$ cat src/rtl/i2c_brd_pkg.sv
package i2c_brd_pkg;

    typedef enum logic [3:0] {
        ST_IDLE,
        ST_START,
        ST_WADDR,
        ST_WADDR_ACK,
        ST_WREG,
        ST_WREG_ACK,
        ST_RSTART,
        ST_RADDR,
        ST_RADDR_ACK,
        ST_RDATA,
        ST_MACK,
        ST_STOP
    } brd_state_e;

    // states in which the controller shifts a byte out on SDA
    function automatic logic is_tx_byte(brd_state_e s);
        return (s == ST_WADDR) || (s == ST_WREG) || (s == ST_RADDR);
    endfunction

    // states in which the target owns the ACK slot
    function automatic logic is_tgt_ack(brd_state_e s);
        return (s == ST_WADDR_ACK) || (s == ST_WREG_ACK) || (s == ST_RADDR_ACK);
    endfunction

    // any eight-bit data slot, either direction
    function automatic logic is_byte(brd_state_e s);
        return is_tx_byte(s) || (s == ST_RDATA);
    endfunction

    // bus conditions that move SDA while SCL is high
    function automatic logic is_cond(brd_state_e s);
        return (s == ST_START) || (s == ST_RSTART) || (s == ST_STOP);
    endfunction

endpackage

$ cat src/rtl/i2c_brd_qtimer.sv
module i2c_brd_qtimer #(
    parameter int QTR_CLKS = 62
) (
    input  logic clk,
    input  logic rst_n,
    input  logic run_i,
    output logic tick_o
);

    localparam int CW = (QTR_CLKS > 1) ? $clog2(QTR_CLKS) : 1;
    localparam logic [CW-1:0] LAST = CW'(QTR_CLKS - 1);

    logic [CW-1:0] cnt_q;

    assign tick_o = run_i && (cnt_q == LAST);

    always_ff @(posedge clk or negedge rst_n) begin
        if (!rst_n) begin
            cnt_q <= '0;
        end else if (!run_i || tick_o) begin
            cnt_q <= '0;
        end else begin
            cnt_q <= cnt_q + CW'(1);
        end
    end

    generate
        if (QTR_CLKS > 1) begin : g_gap_chk
            // quarter ticks are never back to back
            p_tick_gap_r10: assert property (@(posedge clk) disable iff (!rst_n)
                tick_o |=> !tick_o)
                else $error("quarter ticks adjacent");
        end
    endgenerate

endmodule

$ cat src/rtl/i2c_brd_shift.sv
module i2c_brd_shift #(
    parameter int W = 8
) (
    input  logic         clk,
    input  logic         rst_n,
    input  logic         load_i,
    input  logic [W-1:0] load_val_i,
    input  logic         shift_i,
    input  logic         bit_i,
    output logic [W-1:0] data_o
);

    logic [W-1:0] sh_q;

    assign data_o = sh_q;

    always_ff @(posedge clk or negedge rst_n) begin
        if (!rst_n) begin
            sh_q <= '0;
        end else if (load_i) begin
            sh_q <= load_val_i;
        end else if (shift_i) begin
            sh_q <= {sh_q[W-2:0], bit_i};
        end
    end

endmodule

$ cat src/rtl/i2c_burst_reader.sv
module i2c_burst_reader
    import i2c_brd_pkg::*;
#(
    parameter int QTR_CLKS = 62,
    parameter int CNT_W    = 8
) (
    input  logic             clk,
    input  logic             rst_n,
    input  logic             start_i,
    input  logic [6:0]       dev_addr_i,
    input  logic [7:0]       reg_idx_i,
    input  logic [CNT_W-1:0] nbytes_i,
    input  logic             sda_in_i,
    output logic             scl_pull_o,
    output logic             sda_pull_o,
    output logic [7:0]       rdata_o,
    output logic             rvalid_o,
    output logic             busy_o,
    output logic             done_o,
    output logic             err_o
);

    localparam logic [CNT_W-1:0] ONE_BYTE = CNT_W'(1);
    localparam logic [1:0]       Q_SAMPLE = 2'd1;
    localparam logic [1:0]       Q_LAST   = 2'd3;

    brd_state_e       state_q, state_d;
    logic [1:0]       q_q;
    logic [2:0]       bit_q;
    logic [CNT_W-1:0] left_q;
    logic [6:0]       addr_q;
    logic [7:0]       reg_q;
    logic             ack_ok_q, err_q, done_q, rvalid_q;
    logic [7:0]       rdata_q;

    logic             tick, slot_end, sample_pt, accept;
    logic             sh_load, sh_shift;
    logic [7:0]       sh_val, sh_data;
    logic             low_ph, more_left;

    assign slot_end  = tick && (q_q == Q_LAST);
    assign sample_pt = tick && (q_q == Q_SAMPLE);
    assign accept    = (state_q == ST_IDLE) && start_i;
    assign low_ph    = (q_q == 2'd0) || (q_q == 2'd3);
    assign more_left = left_q > ONE_BYTE;

    i2c_brd_qtimer #(.QTR_CLKS(QTR_CLKS)) u_qtimer (
        .clk    (clk),
        .rst_n  (rst_n),
        .run_i  (state_q != ST_IDLE),
        .tick_o (tick)
    );

    i2c_brd_shift #(.W(8)) u_shift (
        .clk        (clk),
        .rst_n      (rst_n),
        .load_i     (sh_load),
        .load_val_i (sh_val),
        .shift_i    (sh_shift),
        .bit_i      (sda_in_i),
        .data_o     (sh_data)
    );

    // next-state logic
    always_comb begin
        state_d = state_q;
        unique case (state_q)
            ST_IDLE:      if (start_i) state_d = ST_START;
            ST_START:     if (slot_end) state_d = ST_WADDR;
            ST_WADDR:     if (slot_end && bit_q == 3'd7) state_d = ST_WADDR_ACK;
            ST_WADDR_ACK: if (slot_end) state_d = ack_ok_q ? ST_WREG : ST_STOP;
            ST_WREG:      if (slot_end && bit_q == 3'd7) state_d = ST_WREG_ACK;
            ST_WREG_ACK:  if (slot_end) state_d = ack_ok_q ? ST_RSTART : ST_STOP;
            ST_RSTART:    if (slot_end) state_d = ST_RADDR;
            ST_RADDR:     if (slot_end && bit_q == 3'd7) state_d = ST_RADDR_ACK;
            ST_RADDR_ACK: if (slot_end) state_d = ack_ok_q ? ST_RDATA : ST_STOP;
            ST_RDATA:     if (slot_end && bit_q == 3'd7) state_d = ST_MACK;
            ST_MACK:      if (slot_end) state_d = more_left ? ST_RDATA : ST_STOP;
            ST_STOP:      if (slot_end) state_d = ST_IDLE;
            default:      state_d = ST_IDLE;
        endcase
    end

    // shifter control: load on entry to a transmit byte, shift per slot or sample
    always_comb begin
        sh_load  = (state_d != state_q) && is_tx_byte(state_d);
        sh_shift = (slot_end && is_tx_byte(state_q)) ||
                   (sample_pt && state_q == ST_RDATA);
        unique case (state_d)
            ST_WADDR: sh_val = {addr_q, 1'b0};
            ST_WREG:  sh_val = reg_q;
            ST_RADDR: sh_val = {addr_q, 1'b1};
            default:  sh_val = '0;
        endcase
    end

    // state register and sequencing
    always_ff @(posedge clk or negedge rst_n) begin
        if (!rst_n) begin
            state_q  <= ST_IDLE;
            q_q      <= '0;
            bit_q    <= '0;
            left_q   <= '0;
            addr_q   <= '0;
            reg_q    <= '0;
            ack_ok_q <= 1'b0;
            err_q    <= 1'b0;
            done_q   <= 1'b0;
            rvalid_q <= 1'b0;
            rdata_q  <= '0;
        end else begin
            state_q  <= state_d;
            done_q   <= slot_end && (state_q == ST_STOP);
            rvalid_q <= sample_pt && (state_q == ST_RDATA) && (bit_q == 3'd7);

            if (state_q == ST_IDLE) begin
                q_q <= '0;
            end else if (tick) begin
                q_q <= q_q + 2'd1;
            end

            if (slot_end) begin
                bit_q <= is_byte(state_q) ? bit_q + 3'd1 : 3'd0;
            end

            if (accept) begin
                addr_q <= dev_addr_i;
                reg_q  <= reg_idx_i;
                left_q <= (nbytes_i == '0) ? ONE_BYTE : nbytes_i;
                err_q  <= 1'b0;
            end else if (slot_end && state_q == ST_MACK) begin
                left_q <= left_q - ONE_BYTE;
            end

            if (sample_pt && is_tgt_ack(state_q)) begin
                ack_ok_q <= !sda_in_i;
            end

            if (slot_end && is_tgt_ack(state_q) && !ack_ok_q) begin
                err_q <= 1'b1;
            end

            if (sample_pt && state_q == ST_RDATA && bit_q == 3'd7) begin
                rdata_q <= {sh_data[6:0], sda_in_i};
            end
        end
    end

    // line drive per state and quarter
    always_comb begin
        scl_pull_o = 1'b0;
        sda_pull_o = 1'b0;
        unique case (state_q)
            ST_IDLE: begin
                scl_pull_o = 1'b0;
                sda_pull_o = 1'b0;
            end
            ST_START: begin
                scl_pull_o = (q_q == 2'd3);
                sda_pull_o = q_q[1];
            end
            ST_RSTART: begin
                scl_pull_o = low_ph;
                sda_pull_o = q_q[1];
            end
            ST_STOP: begin
                scl_pull_o = (q_q == 2'd0);
                sda_pull_o = !q_q[1];
            end
            ST_WADDR, ST_WREG, ST_RADDR: begin
                scl_pull_o = low_ph;
                sda_pull_o = !sh_data[7];
            end
            ST_WADDR_ACK, ST_WREG_ACK, ST_RADDR_ACK, ST_RDATA: begin
                scl_pull_o = low_ph;
                sda_pull_o = 1'b0;
            end
            ST_MACK: begin
                scl_pull_o = low_ph;
                sda_pull_o = more_left;
            end
            default: begin
                scl_pull_o = 1'b0;
                sda_pull_o = 1'b0;
            end
        endcase
    end

    assign rdata_o  = rdata_q;
    assign rvalid_o = rvalid_q;
    assign busy_o   = (state_q != ST_IDLE);
    assign done_o   = done_q;
    assign err_o    = err_q;

    // SDA holds while SCL stays high outside START, repeated START and STOP
    p_sda_quiet_r3: assert property (@(posedge clk) disable iff (!rst_n)
        (!scl_pull_o && $past(!scl_pull_o) && !is_cond(state_q) && !is_cond($past(state_q)))
        |-> $stable(sda_pull_o))
        else $error("SDA moved while SCL high");

    // at the end of a command both lines are released and the block is idle
    p_idle_after_done_r1: assert property (@(posedge clk) disable iff (!rst_n)
        done_o |-> (!scl_pull_o && !sda_pull_o && !busy_o))
        else $error("lines not released at done");

    // the byte strobe lasts one cycle
    p_valid_pulse_r6: assert property (@(posedge clk) disable iff (!rst_n)
        rvalid_o |=> !rvalid_o)
        else $error("rvalid longer than one cycle");

    // done is a single-cycle pulse
    p_done_pulse_r8: assert property (@(posedge clk) disable iff (!rst_n)
        done_o |=> !done_o)
        else $error("done longer than one cycle");

    // the error flag holds until a start is accepted
    p_err_sticky_r8: assert property (@(posedge clk) disable iff (!rst_n)
        (err_o && !(start_i && !busy_o)) |=> err_o)
        else $error("error flag dropped");

    // no byte is delivered after an abort
    p_no_data_on_err_r7: assert property (@(posedge clk) disable iff (!rst_n)
        err_o |-> !rvalid_o)
        else $error("byte delivered after abort");

    // command parameters hold while busy
    p_cmd_held_r9: assert property (@(posedge clk) disable iff (!rst_n)
        (busy_o && $past(busy_o)) |-> ($stable(addr_q) && $stable(reg_q)))
        else $error("command changed while busy");

endmodule

$ cat config.mk
export PLATFORM = sky130hd
export DESIGN_NAME = i2c_burst_reader
export DESIGN_NICKNAME = d
export VERILOG_FILES = /design/src/rtl/i2c_brd_pkg.sv /design/src/rtl/i2c_brd_qtimer.sv /design/src/rtl/i2c_brd_shift.sv /design/src/rtl/i2c_burst_reader.sv
export SDC_FILE = /design/constraint.sdc
export NUM_CORES = 1
export LEC_CHECK = 0
export BUFFER_PORTS_ARGS = -buffer_cell sky130_fd_sc_hd__buf_4
export CAP_MARGIN = 20
export CELL_PAD_IN_SITES_DETAIL_PLACEMENT = 0
export CELL_PAD_IN_SITES_GLOBAL_PLACEMENT = 1
export CORE_MARGIN = 5
export CORE_UTILIZATION = 48
export CTS_CLUSTER_DIAMETER = 100
export DETAILED_ROUTE_END_ITERATION = 7
export PLACE_DENSITY = 0.95
export SYNTH_ARGS = -nofsm -noshare
export SYNTH_HDL_FRONTEND = slang
export SYNTH_HIERARCHICAL = 1
export SYNTH_SLANG_ARGS = --single-unit
$ cat constraint.sdc
create_clock -name clk -period 5.7 [get_ports clk]
set_input_delay 1.425 -clock clk [delete_from_list [all_inputs] [get_ports clk]]
set_output_delay 1.425 -clock clk [all_outputs]
set_load 0.1 [all_outputs]
== After elaboration in Yosys (flattened, before gate mapping) ==
Index checks and enable logic that the tools add are counted.

* Add/sub/neg operators: 4
* Reductions and logical operators: 40
* Magnitude comparators: 1
* Mux-type cells: 31
* Eq/ne operators: 19

{| class="wikitable"
|+ Operator list
! cell !! number
|-
| 4-bit two-way mux || 14
|-
| 4-bit one-hot mux with 12 select lines || 1
|-
| 8-bit two-way mux || 5
|-
| 4-bit by 3-bit equality test with 1-bit output, second input constant || 6
|-
| 8-bit one-hot mux with 3 select lines || 1
|-
| 4-bit equality test, second input constant || 4
|-
| 1-bit logical AND || 14
|-
| 4-bit by 2-bit equality test with 1-bit output, second input constant || 3
|-
| 1-bit logical OR || 10
|-
| 9-bit OR reduction || 1
|-
| 8-bit by 1-bit > comparator with 1-bit output, second input constant || 1
|-
| 8-bit zero test || 1
|-
| 2-bit two-way mux || 4
|-
| 2-bit nonzero test || 4
|-
| 8-bit by 1-bit subtractor with 8-bit output, second input constant || 1
|-
| 6-bit by 1-bit adder with 6-bit output, second input constant || 1
|-
| 6-bit equality test, second input constant || 1
|-
| 6-bit two-way mux || 1
|-
| 1-bit zero test || 5
|-
| 4-bit by 1-bit equality test with 1-bit output, second input constant || 1
|-
| 4-bit zero test || 1
|-
| 4-bit inequality test || 1
|-
| 1-bit one-hot mux with 4 select lines || 1
|-
| 4-bit nonzero test || 1
|-
| other kinds (11) || 12
|}

* Register bits after elaboration: 58
* Bits of input ports: 27

== Longest topological paths before layout ==
* Depth in word-level cells: 11
* Mapped depth: 15

== By module ==
The synthesis kept the hierarchy.

{| class="wikitable"
|+ By module, submodules not included
! module !! area an instance (µm²) !! sequential area each (µm²) !! cells an instance !! times used
|-
| i2c_burst_reader || 2566.2 || 1101.1 || 289 || 1
|-
| i2c_brd_shift || 372.9 || 200.2 || 34 || 1
|-
| i2c_brd_qtimer || 285.3 || 150.1 || 28 || 1
|}

== Worst setup path before layout ==
OpenSTA, ideal clock, no wires.

* Path kind: register to output
* From: register state_q[1]
* To: output port sda_pull_o
* Arrival time: 2.538 ns
* Required time: 4.275 ns
* Path slack: 1.737 ns
* Stages on the path, launching flop included: 8
* Buffers on the path: 2
* Cell sequence: dfrtp_1 > buf_4 > buf_2 > nand3_1 > o21a_1 > nor2_1 > a31oi_1 > o2bb2ai_1

* Word-level cells in the longest chain between the ends: 3

{| class="wikitable"
|+ Ends and longest elaborated chain
! item !! line !! source
|-
| start: declaration || i2c_burst_reader.sv:27 || <nowiki>brd_state_e state_q, state_d;</nowiki>
|-
| start signal: assignment || i2c_burst_reader.sv:112 || <nowiki>state_q <= state_d;</nowiki>
|-
| 4-bit by 2-bit equality test with 1-bit output (tied with other cells) || i2c_burst_reader.sv:153 || <nowiki>unique case (state_q)</nowiki>
|-
| 3-bit OR reduction or 2-bit OR reduction (tied branches) || n/a ||
|-
| 1-bit one-hot mux with 4 select lines (*) || i2c_burst_reader.sv:153 ||
|-
| end: declaration || i2c_burst_reader.sv:15 || <nowiki>output logic sda_pull_o,</nowiki>
|}

Every way passes the cells marked *; elsewhere a longest branch is shown, timed or not.

== Worst setup path after layout ==
* From: register state_q[3]
* To: output port sda_pull_o

The elaborated chain is that of the path after synthesis.

==> summary.md <==
The tools report the count of final hold-check violations as 0. The area taken by flip-flops and latches is 1451 µm², and the chip width is 91.96 µm. The overall routing resource usage is 17.51%.

Synthesis produced a netlist with a net count of 387. After the last flow step, the layout net total stands at 423. The count of flip-flops with a built-in enable after synthesis was 0; the growth of design area from synthesis to finish was 16.41%. In this run the tool buffered the top-level ports with 40 buffer cells. The first TritonRoute pass finished after 4 iterations. Before CTS, the worst setup slack after placement is 1301 ps.

Of the available clock period, the critical path in the final layout requires 68.13%. The run gives 6459 µm² as the placeable core region. The count of distinct cell types in the synthesized netlist is 63.

The worst setup path is launched from a flip-flop. The worst setup path is of the flip-flop to output pin kind. No sink is reached through more buffers than the 2 on the longest clock path. The path class of the tightest hold or removal check is flip-flop to flip-flop.

For the post-route DRC violation count, the log shows 0. For this design the top-level I/O count stands at 41. The highest achievable clock rate was 257.5 MHz. The library cell used most frequently in the layout, excluding fill and tap cells, is sky130_fd_sc_hd__nand2_1. The completed layout was analyzed and its total power is 0.8507 mW. Clock-pin slew was measured on the worst setup and hold paths at 70 ps. The tools report the number of global-route vias before repair as 2527.

In this run the power density over the cells is 226.6 nW/µm². The reported leakage power was 1.663 nW. The total overflow left after global routing is 0. The run gives 0.8180 as the placer's final routability congestion estimate. The shortest period the worst path allows works out to 3884 ps. The run finished with clean final reports. Of the cells placed in the final design, the portion with a size suffix greater than 1 is 19.39%. The multi-input combinational cells in the finished layout cover a total of 1597 µm².

The row count was 29. Clock latency on the worst-skew pair, taken at its later pin, is 350 ps. In this run, the number of DRC markers left after iteration 0 of detailed routing was 196. Counting the fill cells in the layout gives 593. The detailed-placement wirelength estimate is 4735 µm, and the transition at the pin with the smallest max-transition slack is 969.7 ps.

Entering global routing, the biggest net connects 59 pins. The top flip-flop cell by instance count after synthesis is sky130_fd_sc_hd__dfrtp_1. The library cells used most frequently in the layout, excluding fill and tap cells, are sky130_fd_sc_hd__nand2_1, sky130_fd_sc_hd__dfrtp_1, sky130_fd_sc_hd__buf_4, sky130_fd_sc_hd__nor2_1, sky130_fd_sc_hd__inv_1.

The number of hold buffers added after cts is 0, and the antenna cell count is 0. TritonCTS built the clock tree. The die height was 91.96 µm. The number of routed nets with antenna violations was 0; the final setup skew was 7.408 ps. Buffers inserted during clock tree synthesis total 9. Once the clock tree was built, the resizer swapped 0 gates to a different size. Summed over its instances, the top area cell type makes up 45.01% of the synthesized netlist area. The synthesized design contains 58 register bits. Summing every instance area after synthesis gives 3224 µm².

Each instance of the synthesized netlist takes up on average 9.186 µm². Setup repair after global routing left no endpoint under its margin. The proportion of register bits with asynchronous set or reset after synthesis works out to 100.0%. The worst pin sits at a relative slew slack of 35.36%. Yosys printed 6 warnings.

By area the synthesized netlist is led by sky130_fd_sc_hd__dfrtp_1, sky130_fd_sc_hd__nand2_1, sky130_fd_sc_hd__ha_1, sky130_fd_sc_hd__mux2i_1, sky130_fd_sc_hd__nor2_1. The run gives 4280 ps as the required time of the critical path. Once layout is done, the placed cells without fillers occupy 3754 µm².

Along the worst path, the maximum fanout reaches 26. The floorplan step defined a die boundary enclosing 8457 µm². The logs give 1816 ps for the worst setup slack after layout and 6877 µm for the total wire length.

STA classifies the critical path endpoint as an output pin. After routing, the total negative slack on setup checks comes to 0 ps. On the final layout, the worst hold slack is 475.7 ps.

In this run the clock root is driven by a sky130_fd_sc_hd__clkbuf_8. The clock net in this run drives a total of 58 sinks. For the via count, the log shows 2582. The H-tree generated during clock tree synthesis spans 3 levels. The tools report the number of pins with negative max-slew slack in the final report as 0. For this configuration, the core starts out at a cell density of 49.92%. The number of vias per cell is 5.505, and the routed wire length per instance is 14.66 µm. In this run the post-CTS setup repair buffer count came out at 0. The biggest area consumer among synthesized cells is sky130_fd_sc_hd__dfrtp_1. The tools report the final-report setup violation count as 0.

At the worst endpoint, the arrival time is 2460 ps. Initial antenna violation count: 0. VDD sags by at most 137.6 µV.

The first global-routing pass estimated 11820 µm of wire. The logs give 0 for the number of max-cap violations and 45.01% for the sequential-to-total area share from yosys stat. After detailed placement, the total cell area comes to 3523 µm².

Synthesis handed over a netlist of 351 instances.
-- layer usage --
layer  GRT usage, %  up-vias  part of all wire (%)
met1          23.29     1216                    48
met4          5.941        0                   1.4
met3          5.483        8                   5.4
met2          27.19       63                    45
met5              0        -                     0
li1               -     1295                     -
-- power by group --
group | switching, mW | leakage (nW) | total (mW) | internal [mW]
sequential | 0 | 0.676 | 0.412 | 0.412
combinational | 0.0111 | 0.882 | 0.0225 | 0.0114
clock | 0.172 | 0.105 | 0.417 | 0.245
-- worst max-delay path: stages (launching register included) --
cell and delay [ps]:
sky130_fd_sc_hd__dfrtp_1 660, sky130_fd_sc_hd__nor2b_1 680, sky130_fd_sc_hd__a21oi_1 150, sky130_fd_sc_hd__a21oi_1 150, sky130_fd_sc_hd__o2bb2ai_1 140, sky130_fd_sc_hd__buf_4 320
-- stage by stage --
step / utilization (%) / cells
2_1_floorplan: - / 351
3_3_place_gp: 54.55 / 451
3_5_place_dp: 54.55 / 451
4_1_cts: 57.92 / 467
5_1_grt: 58.12 / 469
6_report: 58.12 / 469
-- path summary, 6_finish.rpt --
check / from / end / slack, ps / cells past startpoint
worst max-delay path: state_q[3] / sda_pull_o / 1820 / 5
worst min-delay path: rdata_o[7] / rdata_o[7] / 480 / 2
worst max register to register: state_q[1] / u_shift/data_o[6] / 2120 / 14
worst min register to register: rdata_o[7] / rdata_o[7] / 480 / 2
max in group asynchronous: rst_n / state_q[1] / 4090 / 1
min in group asynchronous: rst_n / bit_q[0] / 1130 / 1
-- state kept, by name (all words and copies together) (netlist names), 3 cells and up --
name and count:
left_q 8, rdata_o 8, reg_q 8, u_shift/data_o 8, addr_q 7, u_qtimer/cnt_q 6
state_q 4, bit_q 3
-- cell families after synthesis --
logic type | count (synthesis) | share of synthesized area, %
buf+inv | 37 | 5.471
compound gates | 75 | 16.88
xor+xnor | 5 | 1.358
mux | 11 | 3.454
simple gates | 156 | 24.33
flops | 58 | 45.01
fa+ha+maj | 9 | 3.492
-- cell usage after synthesis, types with 3 or more instances --
master,n
sky130_fd_sc_hd__a21oi_1,11
sky130_fd_sc_hd__a22o_1,4
sky130_fd_sc_hd__a31oi_1,6
sky130_fd_sc_hd__buf_2,6
sky130_fd_sc_hd__buf_6,3
sky130_fd_sc_hd__clkbuf_1,6
sky130_fd_sc_hd__dfrtp_1,58
sky130_fd_sc_hd__ha_1,9
sky130_fd_sc_hd__inv_1,18
sky130_fd_sc_hd__mux2i_1,10
sky130_fd_sc_hd__nand2_1,79
sky130_fd_sc_hd__nand2b_1,10
sky130_fd_sc_hd__nand3_1,11
sky130_fd_sc_hd__nor2_1,19
sky130_fd_sc_hd__nor2b_1,4
sky130_fd_sc_hd__nor3b_1,3
sky130_fd_sc_hd__nor4_1,4
sky130_fd_sc_hd__o21ai_0,14
sky130_fd_sc_hd__o21ai_1,9
sky130_fd_sc_hd__o2bb2ai_1,8
sky130_fd_sc_hd__o311ai_2,3
sky130_fd_sc_hd__or3_1,3
sky130_fd_sc_hd__xnor2_1,3
-- final cells by class --
| type | count | share of cell area [%] |
|---|---|---|
| multi-input cells | 256 | 42.53 |
| flip-flops and latches | 58 | 38.67 |
| inverters | 19 | 1.900 |
| clock buffers | 9 | 3.300 |
| clock inverters | 7 | 2.500 |
| well taps | 77 | 2.567 |
| repair buffers | 43 | 8.533 |
No activity file was read; power rests on OpenSTA's default activity.
